### config.mk
export PLATFORM = sky130hd
export DESIGN_NAME = mtx10_xmit
export DESIGN_NICKNAME = d
export VERILOG_FILES = /design/src/rtl/mtx10_pkg.sv /design/src/rtl/mtx10_jabber.sv /design/src/rtl/mtx10_nlp.sv /design/src/rtl/mtx10_ctrl.sv /design/src/rtl/mtx10_xmit.sv
export SDC_FILE = /design/constraint.sdc
export NUM_CORES = 1
export LEC_CHECK = 0
export CAP_MARGIN = 20
export CORE_ASPECT_RATIO = 1.75
export CORE_UTILIZATION = 50
export DETAILED_ROUTE_END_ITERATION = 8
export PLACE_DENSITY = 0.76
export SLEW_MARGIN = 20
export SYNTH_ARGS = -nofsm -noshare
export SYNTH_HDL_FRONTEND = slang
export SYNTH_SLANG_ARGS = --single-unit
### constraint.sdc
create_clock -name clk -period 2.84 [get_ports clk]
set_input_delay 0.568 -clock clk [delete_from_list [all_inputs] [get_ports clk]]
set_output_delay 0.568 -clock clk [all_outputs]
set_load 0.01 [all_outputs]
### src/rtl/mtx10_pkg.sv
package mtx10_pkg;

    localparam int NIB_W    = 4;
    localparam int ETD_BITS = 2;

    typedef enum logic [1:0] {
        TX_IDLE,
        TX_SEND,
        TX_ETD,
        TX_HALT
    } tx_state_e;

    typedef enum logic {
        JB_CLEAR,
        JB_TRIPPED
    } jab_state_e;

endpackage

### src/rtl/mtx10_jabber.sv
module mtx10_jabber
    import mtx10_pkg::*;
#(
    parameter int JAB_LIMIT   = 5_000_000,
    parameter int UNJAB_LIMIT = 50_000_000
) (
    input  logic clk,
    input  logic rst_n,
    input  logic tx_en,
    output logic jab_active
);

    localparam int AC_W = (JAB_LIMIT > 1) ? $clog2(JAB_LIMIT + 1) : 1;
    localparam int QC_W = (UNJAB_LIMIT > 1) ? $clog2(UNJAB_LIMIT + 1) : 1;
    localparam logic [AC_W-1:0] ACT_LAST   = AC_W'(JAB_LIMIT - 1);
    localparam logic [QC_W-1:0] QUIET_LAST = QC_W'(UNJAB_LIMIT - 1);

    jab_state_e      state_q, state_d;
    logic [AC_W-1:0] act_cnt;
    logic [QC_W-1:0] quiet_cnt;

    // state register
    always_ff @(posedge clk or negedge rst_n) begin
        if (!rst_n) state_q <= JB_CLEAR;
        else        state_q <= state_d;
    end

    // transitions
    always_comb begin
        state_d = state_q;
        unique case (state_q)
            JB_CLEAR: begin
                if (tx_en && (act_cnt == ACT_LAST)) state_d = JB_TRIPPED;
            end
            JB_TRIPPED: begin
                if (!tx_en && (quiet_cnt == QUIET_LAST)) state_d = JB_CLEAR;
            end
        endcase
    end

    // activity and quiet counters
    always_ff @(posedge clk or negedge rst_n) begin
        if (!rst_n) begin
            act_cnt   <= '0;
            quiet_cnt <= '0;
        end else begin
            if (state_q == JB_CLEAR && state_d == JB_CLEAR && tx_en)
                act_cnt <= act_cnt + 1'b1;
            else
                act_cnt <= '0;

            if (state_q == JB_TRIPPED && state_d == JB_TRIPPED && !tx_en)
                quiet_cnt <= quiet_cnt + 1'b1;
            else
                quiet_cnt <= '0;
        end
    end

    // outputs
    always_comb begin
        jab_active = (state_q == JB_TRIPPED);
    end

endmodule

### src/rtl/mtx10_nlp.sv
module mtx10_nlp #(
    parameter int NLP_PERIOD = 1_600_000,
    parameter int NLP_WIDTH  = 10
) (
    input  logic clk,
    input  logic rst_n,
    input  logic enable,
    output logic pulse
);

    localparam int PC_W = (NLP_PERIOD > 1) ? $clog2(NLP_PERIOD) : 1;
    localparam logic [PC_W-1:0] P_LAST  = PC_W'(NLP_PERIOD - 1);
    localparam logic [PC_W-1:0] P_START = PC_W'(NLP_PERIOD - NLP_WIDTH);

    logic [PC_W-1:0] cnt;

    // interval counter, held at zero while disabled
    always_ff @(posedge clk or negedge rst_n) begin
        if (!rst_n)              cnt <= '0;
        else if (!enable)        cnt <= '0;
        else if (cnt == P_LAST)  cnt <= '0;
        else                     cnt <= cnt + 1'b1;
    end

    // pulse sits at the end of each interval
    always_comb begin
        pulse = enable && (cnt >= P_START);
    end

endmodule

### src/rtl/mtx10_ctrl.sv
module mtx10_ctrl
    import mtx10_pkg::*;
#(
    parameter int HALF_CLKS = 5
) (
    input  logic             clk,
    input  logic             rst_n,
    input  logic             tx_en,
    input  logic [NIB_W-1:0] txd,
    input  logic             jab_active,
    input  logic             nlp_pulse,
    output logic             nib_ack,
    output logic             line_p,
    output logic             line_n,
    output logic             idle_st
);

    localparam int HC_W     = (HALF_CLKS > 1) ? $clog2(HALF_CLKS) : 1;
    localparam int ETD_CLKS = ETD_BITS * 2 * HALF_CLKS;
    localparam int EC_W     = $clog2(ETD_CLKS);
    localparam int BI_W     = $clog2(NIB_W);
    localparam logic [HC_W-1:0] HALF_LAST = HC_W'(HALF_CLKS - 1);
    localparam logic [EC_W-1:0] ETD_LAST  = EC_W'(ETD_CLKS - 1);
    localparam logic [BI_W-1:0] BIT_LAST  = BI_W'(NIB_W - 1);

    tx_state_e        state_q, state_d;
    logic [HC_W-1:0]  half_cnt;
    logic             late_half;
    logic [BI_W-1:0]  bit_idx;
    logic [NIB_W-1:0] nib_q;
    logic [EC_W-1:0]  etd_cnt;
    logic             half_end, nib_end, etd_done, load;
    logic             drive_on, drive_lvl;

    assign half_end = (half_cnt == HALF_LAST);
    assign nib_end  = half_end && late_half && (bit_idx == BIT_LAST);
    assign etd_done = (etd_cnt == ETD_LAST);
    assign load     = tx_en && !jab_active &&
                      ((state_q == TX_IDLE) || (state_q == TX_SEND && nib_end));

    // state register
    always_ff @(posedge clk or negedge rst_n) begin
        if (!rst_n) state_q <= TX_IDLE;
        else        state_q <= state_d;
    end

    // transitions
    always_comb begin
        state_d = state_q;
        if (jab_active) begin
            state_d = TX_HALT;
        end else begin
            unique case (state_q)
                TX_IDLE: if (tx_en)             state_d = TX_SEND;
                TX_SEND: if (nib_end && !tx_en) state_d = TX_ETD;
                TX_ETD:  if (etd_done)          state_d = TX_IDLE;
                TX_HALT:                        state_d = TX_IDLE;
            endcase
        end
    end

    // bit timing and nibble hold
    always_ff @(posedge clk or negedge rst_n) begin
        if (!rst_n) begin
            half_cnt  <= '0;
            late_half <= 1'b0;
            bit_idx   <= '0;
            nib_q     <= '0;
            etd_cnt   <= '0;
        end else begin
            if (load) begin
                nib_q     <= txd;
                half_cnt  <= '0;
                late_half <= 1'b0;
                bit_idx   <= '0;
            end else if (state_q == TX_SEND) begin
                if (half_end) begin
                    half_cnt  <= '0;
                    late_half <= ~late_half;
                    if (late_half) bit_idx <= bit_idx + 1'b1;
                end else begin
                    half_cnt <= half_cnt + 1'b1;
                end
            end

            if (state_q == TX_ETD) etd_cnt <= etd_cnt + 1'b1;
            else                   etd_cnt <= '0;
        end
    end

    // outputs
    always_comb begin
        drive_on  = 1'b0;
        drive_lvl = 1'b0;
        unique case (state_q)
            TX_IDLE: begin
                drive_on  = nlp_pulse;
                drive_lvl = 1'b1;
            end
            TX_SEND: begin
                drive_on  = 1'b1;
                drive_lvl = late_half ? nib_q[bit_idx] : ~nib_q[bit_idx];
            end
            TX_ETD: begin
                drive_on  = 1'b1;
                drive_lvl = 1'b1;
            end
            TX_HALT: begin
                drive_on  = 1'b0;
                drive_lvl = 1'b0;
            end
        endcase
        line_p  = drive_on && drive_lvl && !jab_active;
        line_n  = drive_on && !drive_lvl && !jab_active;
        nib_ack = load;
        idle_st = (state_q == TX_IDLE);
    end

endmodule

### src/rtl/mtx10_xmit.sv
module mtx10_xmit
    import mtx10_pkg::*;
#(
    parameter int HALF_CLKS   = 5,
    parameter int NLP_PERIOD  = 1_600_000,
    parameter int NLP_WIDTH   = 10,
    parameter int JAB_LIMIT   = 5_000_000,
    parameter int UNJAB_LIMIT = 50_000_000
) (
    input  logic       clk,
    input  logic       rst_n,
    input  logic       tx_en,
    input  logic [3:0] txd,
    output logic       nib_ack,
    output logic       tx_p,
    output logic       tx_n,
    output logic       jabber
);

    logic jab_active;
    logic idle_st;
    logic nlp_en;
    logic nlp_pulse;

    assign nlp_en = idle_st && !jab_active;
    assign jabber = jab_active;

    mtx10_jabber #(
        .JAB_LIMIT   (JAB_LIMIT),
        .UNJAB_LIMIT (UNJAB_LIMIT)
    ) u_jabber (
        .clk        (clk),
        .rst_n      (rst_n),
        .tx_en      (tx_en),
        .jab_active (jab_active)
    );

    mtx10_nlp #(
        .NLP_PERIOD (NLP_PERIOD),
        .NLP_WIDTH  (NLP_WIDTH)
    ) u_nlp (
        .clk    (clk),
        .rst_n  (rst_n),
        .enable (nlp_en),
        .pulse  (nlp_pulse)
    );

    mtx10_ctrl #(
        .HALF_CLKS (HALF_CLKS)
    ) u_ctrl (
        .clk        (clk),
        .rst_n      (rst_n),
        .tx_en      (tx_en),
        .txd        (txd),
        .jab_active (jab_active),
        .nlp_pulse  (nlp_pulse),
        .nib_ack    (nib_ack),
        .line_p     (tx_p),
        .line_n     (tx_n),
        .idle_st    (idle_st)
    );

endmodule

==> reports/metrics.sh, run 1 <==
TIMING.CRITICAL_PATH.FROM_TYPE='register'
SYN_TO_FINAL_GROWTH_PCT=13.8
GRT_ANTENNA_BEFORE_REPAIR=0
CELL_CHAIN_CRITICAL_PATH='nor4_4 -> nand4_1 -> or4_4 -> a211oi_2 -> clkdlybuf4s15_2'
MAX_CLOCK_FREQ_GHz=0.361
YS_SEQ_AREA_SHARE_PCT=48.3
NETLIST.AREA_LEADER.SHARE_PCT=48.3
TOTAL_LEAKAGE_POWER_uW=0.00209
SLEW_HEADROOM_PCT=51.6
HOLD_CLASS='input port to asynchronous set/reset pin'
SYNTH_EDF_COUNT=0
HOLDWS_NS=0.239
POST_SYNTHESIS_CELL_COUNT=479
NETS=517
DRC=0
FINAL.SETUP.TNS_NS=0
ANTENNA_VIOLATING_NETS_POST_ROUTE=0
DIEAREA_UM2=9510
STARTING_DENSITY_OF_THE_CORE_PCT=51.9
CLK_SKEW_NS=0.00752
WL_MET3_UM=244
PEAKVDDDROP_mV=0.360
POST-SYNTH-TOP-COUNT-CELL='dfrtp_1'
POSTROUTEWIRELENGTH_UM=9350
TYPE_OF_THE_WORST_SETUP_PATH='register to output pin'
TIMING.FINAL.MAX_SLEW_VIOLATIONS=0
GRT_MAX_DEGREE=49
POST-SYNTH-TOP-AREA-CELL='dfrtp_1'
GLOBAL_ROUTE_WIRE_LENGTH_BEFORE_REPAIR_UM=16400
CRITICAL-PATH-TOP-DELAY-FAMILY='simple AND/OR/NAND/NOR gates'
GROUTE.USAGE.OVERALL_PCT=22.4
CRITICAL_PATH_ARRIVAL_NS=2.20
CRITICAL_PATH.MAX_STAGE_DELAY_NS=0.52
NUMCTSBUFFERS=9
YS_TYPES=41
HIGHEST_LAYER='met4'
SYNTH.AVG_CELL_AREA_UM2=9.51
DETAIL_ROUTE.ITER0.VIOLATIONS=187
RSZ0062_AT_GRT='true'
ASYNCSETRESETFLOPFRACSYNTH_PCT=100
DIE-WIDTH_UM=74.2
LAYOUTNONFILLERINSTCOUNT=621
M1WIRELENGTH_UM=3790
CAP_VIOLATIONS=0
PIN_COUNT=11
PORT_BUFFERS=10
TIMING.CRITICAL_PATH.FANOUT_MAX=2
PLACE_CONGESTION=0.838
FILL_CELLS=765
CORE-AREA_UM2=8780
CLOCK_SINK_TOTAL=88
FLOORPLAN.ROWS=45
FINALSETUPVIOLATIONS=0
FIRST_GLOBAL_VIAS=3744
CTS-HOLD-FIX-BUFFERS=0
SYNTH_TOP_CELLS_BY_AREA='dfrtp_1 48%, xnor2_1 5.4%, nor2_1 4.7%, xor2_1 3.3%, ha_1 3.0%'
WORSTMARGINPINSLEW_NS=0.720
HTREE_LEVELS=3
DETAILED_PLACE_HPWL_UM=6670
FIN_CRIT_NS=2.77
NETLIST_TOP_CELLS_COUNT='88 x dfrtp_1, 57 x nor2_1, 36 x nand2_1, 28 x xnor2_1, 27 x a21oi_1'
SETUP.WORST_PATH.END_CLASS='output pin'
DIE_Y_UM=128
MIN_PERIOD_OVER_PERIOD_PCT=97.4
CLOCK_INSERTION_DELAY_WORST_SKEW_NS=0.34
CTS_MAX_PATH_BUFFERS=2
CRITICAL_PATH.N_BUFFERS_INVERTERS=1
DRT_PRE_ANTENNA_ITERS=4
WL_MET2_UM=5060
VIA_PER_INST=5.88
GLOBALROUTE.TOTALOVERFLOW=0
SYNTHESIS.AREA_UM2=4560
CLOCK_TREE.ROOT_CELL='clkbuf_16'
RUN_STATUS='complete, no violations'
CP_DATA_REQUIRED_TIME_NS=2.27
POWER_DENSITY_nW_PER_UM2=589
CTS_TREE='built'
PLACEDCELLCOUNT=603
SYNTH_NETS=497
POST_DRT_WL_PER_CELL_UM=15.1
DRIVE_GT1_SHARE_PCT=10.5
CLKSLEWWORSTSETUPHOLDPATHS_NS=0.06
ANTENNADIODECOUNT=0
NUMBER_OF_SYNTHESIZED_REGISTER_BITS=88
YOSYSWARNINGS=0
VIAS=3654
FINAL-HOLD-VIOLATION-COUNT=0
CRITICAL_PATH.SLOWEST_CELL='or4_4'
LEADING_REGISTER_CELL_TYPE_OUT_OF_SYNTHESIS='dfrtp_1'
## worst paths after layout
path	depth (start not counted)	slack (ns)	to	from
min in group clk	1	0.46	u_ctrl.etd_cnt[0]$_DFF_PN0_	u_ctrl.etd_cnt[0]$_DFF_PN0_
min	1	0.24	u_ctrl.half_cnt[1]$_DFFE_PN0P_	rst_n
min reg2reg	1	0.46	u_ctrl.etd_cnt[0]$_DFF_PN0_	u_ctrl.etd_cnt[0]$_DFF_PN0_
max	5	0.07	tx_n	u_nlp.cnt[18]$_DFF_PN0_
max reg2reg	5	0.65	u_jabber.act_cnt[22]$_DFF_PN0_	u_jabber.act_cnt[0]$_DFF_PN0_
max in group asynchronous	2	1.96	u_jabber.act_cnt[17]$_DFF_PN0_	rst_n
## where the power goes
group          switching, uW  leakage (uW)  internal (uW)  total, uW
combinational            305      0.000759            252        557
clock                    479      0.000121            617       1100
sequential              69.6       0.00121           1330       1400
## registers in the layout (all words and copies together), names as in the netlist
name and cells:
u_ctrl.late_half 1, u_jabber.jab_active 1, u_nlp.cnt 21, u_ctrl.bit_idx 2, u_ctrl.nib_q 4, u_ctrl.state_q 2, u_jabber.act_cnt 23, u_jabber.quiet_cnt 26
u_ctrl.half_cnt 3, u_ctrl.etd_cnt 5
## placed cells by master, fill, tap and decap left out, drive strengths merged, types with 12 or more instances in the layout
cell type	instances
dfrtp	88
nor2	57
nand2	36
xnor2	28
a21oi	27
o21ai	25
nand3	24
nand4	20
buf	18
xor2	17
inv	15
or3	15
or4	13
clkbuf	13
nor4	12
## per-stage QoR
stage | power [uW] | cell area, um^2 | setup WS, ns | utilization (%)
final | 3050 | 5190 | 0.0724 | 59.0
after floorplan | 1750 | 4560 | 0.578 | -
after CTS | 3060 | 5170 | 0.0122 | 58.8
after global routing | 3230 | 5190 | -0.00863 | 59.0
after detailed placement | 1950 | 4860 | -0.0221 | 55.4
after global placement | 1920 | 4860 | 0.0232 | 55.4
## layout make-up
cell class,count,area [um^2],area share (%)
Clock inverter,4,30.0,0.579
Sequential cell,88,2200,42.5
Clock buffer,12,246,4.75
Timing Repair Buffer,27,234,4.51
Tap cell,117,146,2.82
Multi-Input combinational cell,358,2270,43.8
Inverter,15,56.3,1.09
## logic make-up after synthesis
kind of cell,count (synthesis),share of synthesized area (%)
mux,6,1.70
simple gates,219,25.4
fa+ha+maj,11,3.02
buf+inv,33,2.83
compound gates,77,10.1
xor+xnor,45,8.65
flops,88,48.3
## timing repair
| action | CTS | global route |
|---|---|---|
| endpoints found under the hold margin | 0 | 0 |
| setup buffers | 0 | 2 |
| cloned | 0 | 0 |
| endpoints found under the setup margin | 3 | 3 |
| resized for setup | 9 | 3 |
## routing by layer
layer | up-vias | global-route usage (%)
met4 | 0 | 11.1
li1 | 1757 | -
met1 | 1818 | 24.8
met3 | 22 | 5.19
met2 | 57 | 38.9
met5 | - | 0
(Power assumes the default switching activity.)
==> run 2, diff against run 1 <==
Settings changed: SETUP_SLACK_MARGIN from default to 0.3.
==> run 2 against run 1 <==
  * Non-clock buffer count is 13 higher
  * First-iteration DRC count increased by 46%
  * Clock-buffer cell count did not move
  * Sequential power barely moved
  * Die area is the same
  * Worst setup slack improved by 0.044 ns
  * Clock power hardly changed
  * Clock skew barely moved
  * Final area rose by 4.8%
  * Largest power group unchanged
==> reports/metrics.sh, run 2 (synthesis results as in run 1) <==
CTS_TREE='built'
SYN_TO_FINAL_GROWTH_PCT=19.3
R2R_SETUP_SLACK_NS=0.12
CLKSLEWWORSTSETUPHOLDPATHS_NS=0.06
CORE-AREA_UM2=8780
FLOORPLAN.ROWS=45
POST_DRT_WL_PER_CELL_UM=15.9
NUMCTSBUFFERS=9
MAX_CLOCK_FREQ_GHz=0.367
PIN_COUNT=11
POWER_DENSITY_nW_PER_UM2=590
RUN_STATUS='complete, no violations'
PORT_BUFFERS=10
STARTING_DENSITY_OF_THE_CORE_PCT=51.9
DIE_Y_UM=128
SLEW_HEADROOM_PCT=50.7
TYPE_OF_THE_WORST_SETUP_PATH='register to register'
GLOBAL_ROUTE_WIRE_LENGTH_BEFORE_REPAIR_UM=16800
CLOCK_SINK_TOTAL=88
CAP_VIOLATIONS=0
SETUP.WORST_PATH.END_CLASS='register'
DETAILED_PLACE_HPWL_UM=6670
CTS-HOLD-FIX-BUFFERS=0
VIAS=3740
ANTENNA_VIOLATING_NETS_POST_ROUTE=0
DIEAREA_UM2=9510
PLACE_CONGESTION=0.838
HOLD_CLASS='input port to asynchronous set/reset pin'
HTREE_LEVELS=3
DRIVE_GT1_SHARE_PCT=16.8
LARGEST_REG_FLOPS=26
TIMING.CRITICAL_PATH.FROM_TYPE='register'
MOSTFREQUENTLAYOUTCELLS='88 x dfrtp_1, 43 x nor2_1, 36 x nand2_1'
FINAL-HOLD-VIOLATION-COUNT=0
TIMING.CRITICAL_PATH.FROM='u_nlp.cnt[18]$_DFF_PN0_'
MIN_PERIOD_OVER_PERIOD_PCT=95.9
LARGEST_REGISTERS='u_jabber.quiet_cnt x26, u_jabber.act_cnt x23, u_nlp.cnt x21'
CLOCK_INSERTION_DELAY_WORST_SKEW_NS=0.34
DRT_PRE_ANTENNA_ITERS=4
TIMING.CRITICAL_PATH.FANOUT_MAX=5
CLOCK_TREE.ROOT_CELL='clkbuf_16'
FINAL.SETUP.TNS_NS=0
GROUTE.USAGE.OVERALL_PCT=23.0
MOST_COMMON_LIBRARY_CELL_IN_THE_LAYOUT_IGNORING_FILL_AND_TAPS='dfrtp_1'
CTS_MAX_PATH_BUFFERS=2
PEAKVDDDROP_mV=0.359
TIMING.FINAL.MAX_SLEW_VIOLATIONS=0
GLOBALROUTE.TOTALOVERFLOW=0
TIMING.CRITICAL_PATH.TO='u_nlp.cnt[14]$_DFF_PN0_'
DETAIL_ROUTE.ITER0.VIOLATIONS=273
REG2REG_TO='u_nlp.cnt[14]$_DFF_PN0_'
CP_DATA_REQUIRED_TIME_NS=3.06
VIA_PER_INST=5.90
WORSTMARGINPINSLEW_NS=0.733
CRITICAL_PATH_ARRIVAL_NS=2.95
DIE-WIDTH_UM=74.2
NETS=530
LARGEST_REGISTER='u_jabber.quiet_cnt'
POSTROUTEWIRELENGTH_UM=10100
GRT_MAX_DEGREE=49
ANTENNADIODECOUNT=0
DRC=0
REGTOREGSTARTPOINT='u_nlp.cnt[18]$_DFF_PN0_'
CLK_SKEW_NS=0.00726
TOTAL_LEAKAGE_POWER_uW=0.00217
FIRST_GLOBAL_VIAS=3812
FIN_CRIT_NS=2.72
TOTAL_POWER_uW=3200
RSZ0062_AT_GRT='true'
FINALSETUPVIOLATIONS=0
GRT_ANTENNA_BEFORE_REPAIR=0
R2R.WORST_PATH.CELLS=16
run 2: cell types whose count changed in the layout (fill, tap and decap cells not counted), sizes merged:
| cell | delta |
|---|---|
| dlygate4sd2 | +1 |
| buf | +15 |
| clkbuf | -1 |
| clkdlybuf4s50 | -1 |
| clkdlybuf4s15 | -1 |
run 2: where the power goes:
part | switching (uW) | leakage, uW | internal [uW] | total [uW]
Clock | 483 | 0.000121 | 617 | 1100
Sequential | 72.5 | 0.00121 | 1330 | 1400
Combinational | 383 | 0.000835 | 317 | 700
run 2: worst min-delay path by stage:
stage | slack [ns] | cells after the start | to
floorplan | 0.27 | 0 | u_ctrl.bit_idx[0]$_DFFE_PN0P_
global placement | 0.44 | 1 | u_jabber.act_cnt[0]$_DFF_PN0_
detailed placement | 0.46 | 1 | u_ctrl.etd_cnt[0]$_DFF_PN0_
CTS | 0.26 | 1 | u_ctrl.half_cnt[1]$_DFFE_PN0P_
global route | 0.29 | 1 | u_ctrl.half_cnt[1]$_DFFE_PN0P_
finish | 0.24 | 1 | u_ctrl.half_cnt[1]$_DFFE_PN0P_
run 2: worst max-delay path: stages (launching register included):
cell,delay [ns]
dfrtp_1,0.41
nor4_4,0.32
nand4_1,0.16
buf_4,0.16
buf_6,0.11
buf_6,0.10
buf_6,0.10
buf_6,0.10
buf_6,0.10
buf_6,0.10
buf_6,0.10
buf_6,0.10
buf_6,0.11
o31ai_4,0.28
buf_6,0.16
buf_6,0.13
nor2_2,0.04
run 2: metrics by stage:
stage                     worst slack, ns  hold slack (ns)  cells  instance area [um^2]  util (%)
final                               0.116            0.238    634                  5430      61.9
after global routing               0.0460            0.290    634                  5430      61.9
after CTS                          0.0729            0.261    629                  5250      59.7
after detailed placement          -0.0221            0.460    603                  4860      55.4
after global placement             0.0232            0.442    603                  4860      55.4
after floorplan                     0.578            0.272    479                  4560         -
run 2: per-layer routing:
layer / vias to the layer above / part of all wire, % / GRT usage (%) / wire length (um)
met5: - / 0 / 0 / 0
met4: 0 / 3.3 / 11.7 / 329
met3: 26 / 2.4 / 6.05 / 240
met2: 58 / 54 / 39.9 / 5460
met1: 1870 / 40 / 25.0 / 4050
li1: 1786 / - / - / -
run 2: area by class of cell:
class / count / area [um^2]
Clock buffer: 12 / 246
Inverter: 15 / 56.3
Tap cell: 117 / 146
Sequential cell: 88 / 2200
Clock inverter: 4 / 30.0
Timing Repair Buffer: 40 / 380
Multi-Input combinational cell: 358 / 2370
Fill cell: 718 / 3350
run 2: what timing repair did:
action	in CTS	in global routing
endpoints found under the setup margin	3	23
cloned	0	2
pin swaps	3	13
buffers inserted	10	3
gates resized for setup	14	45
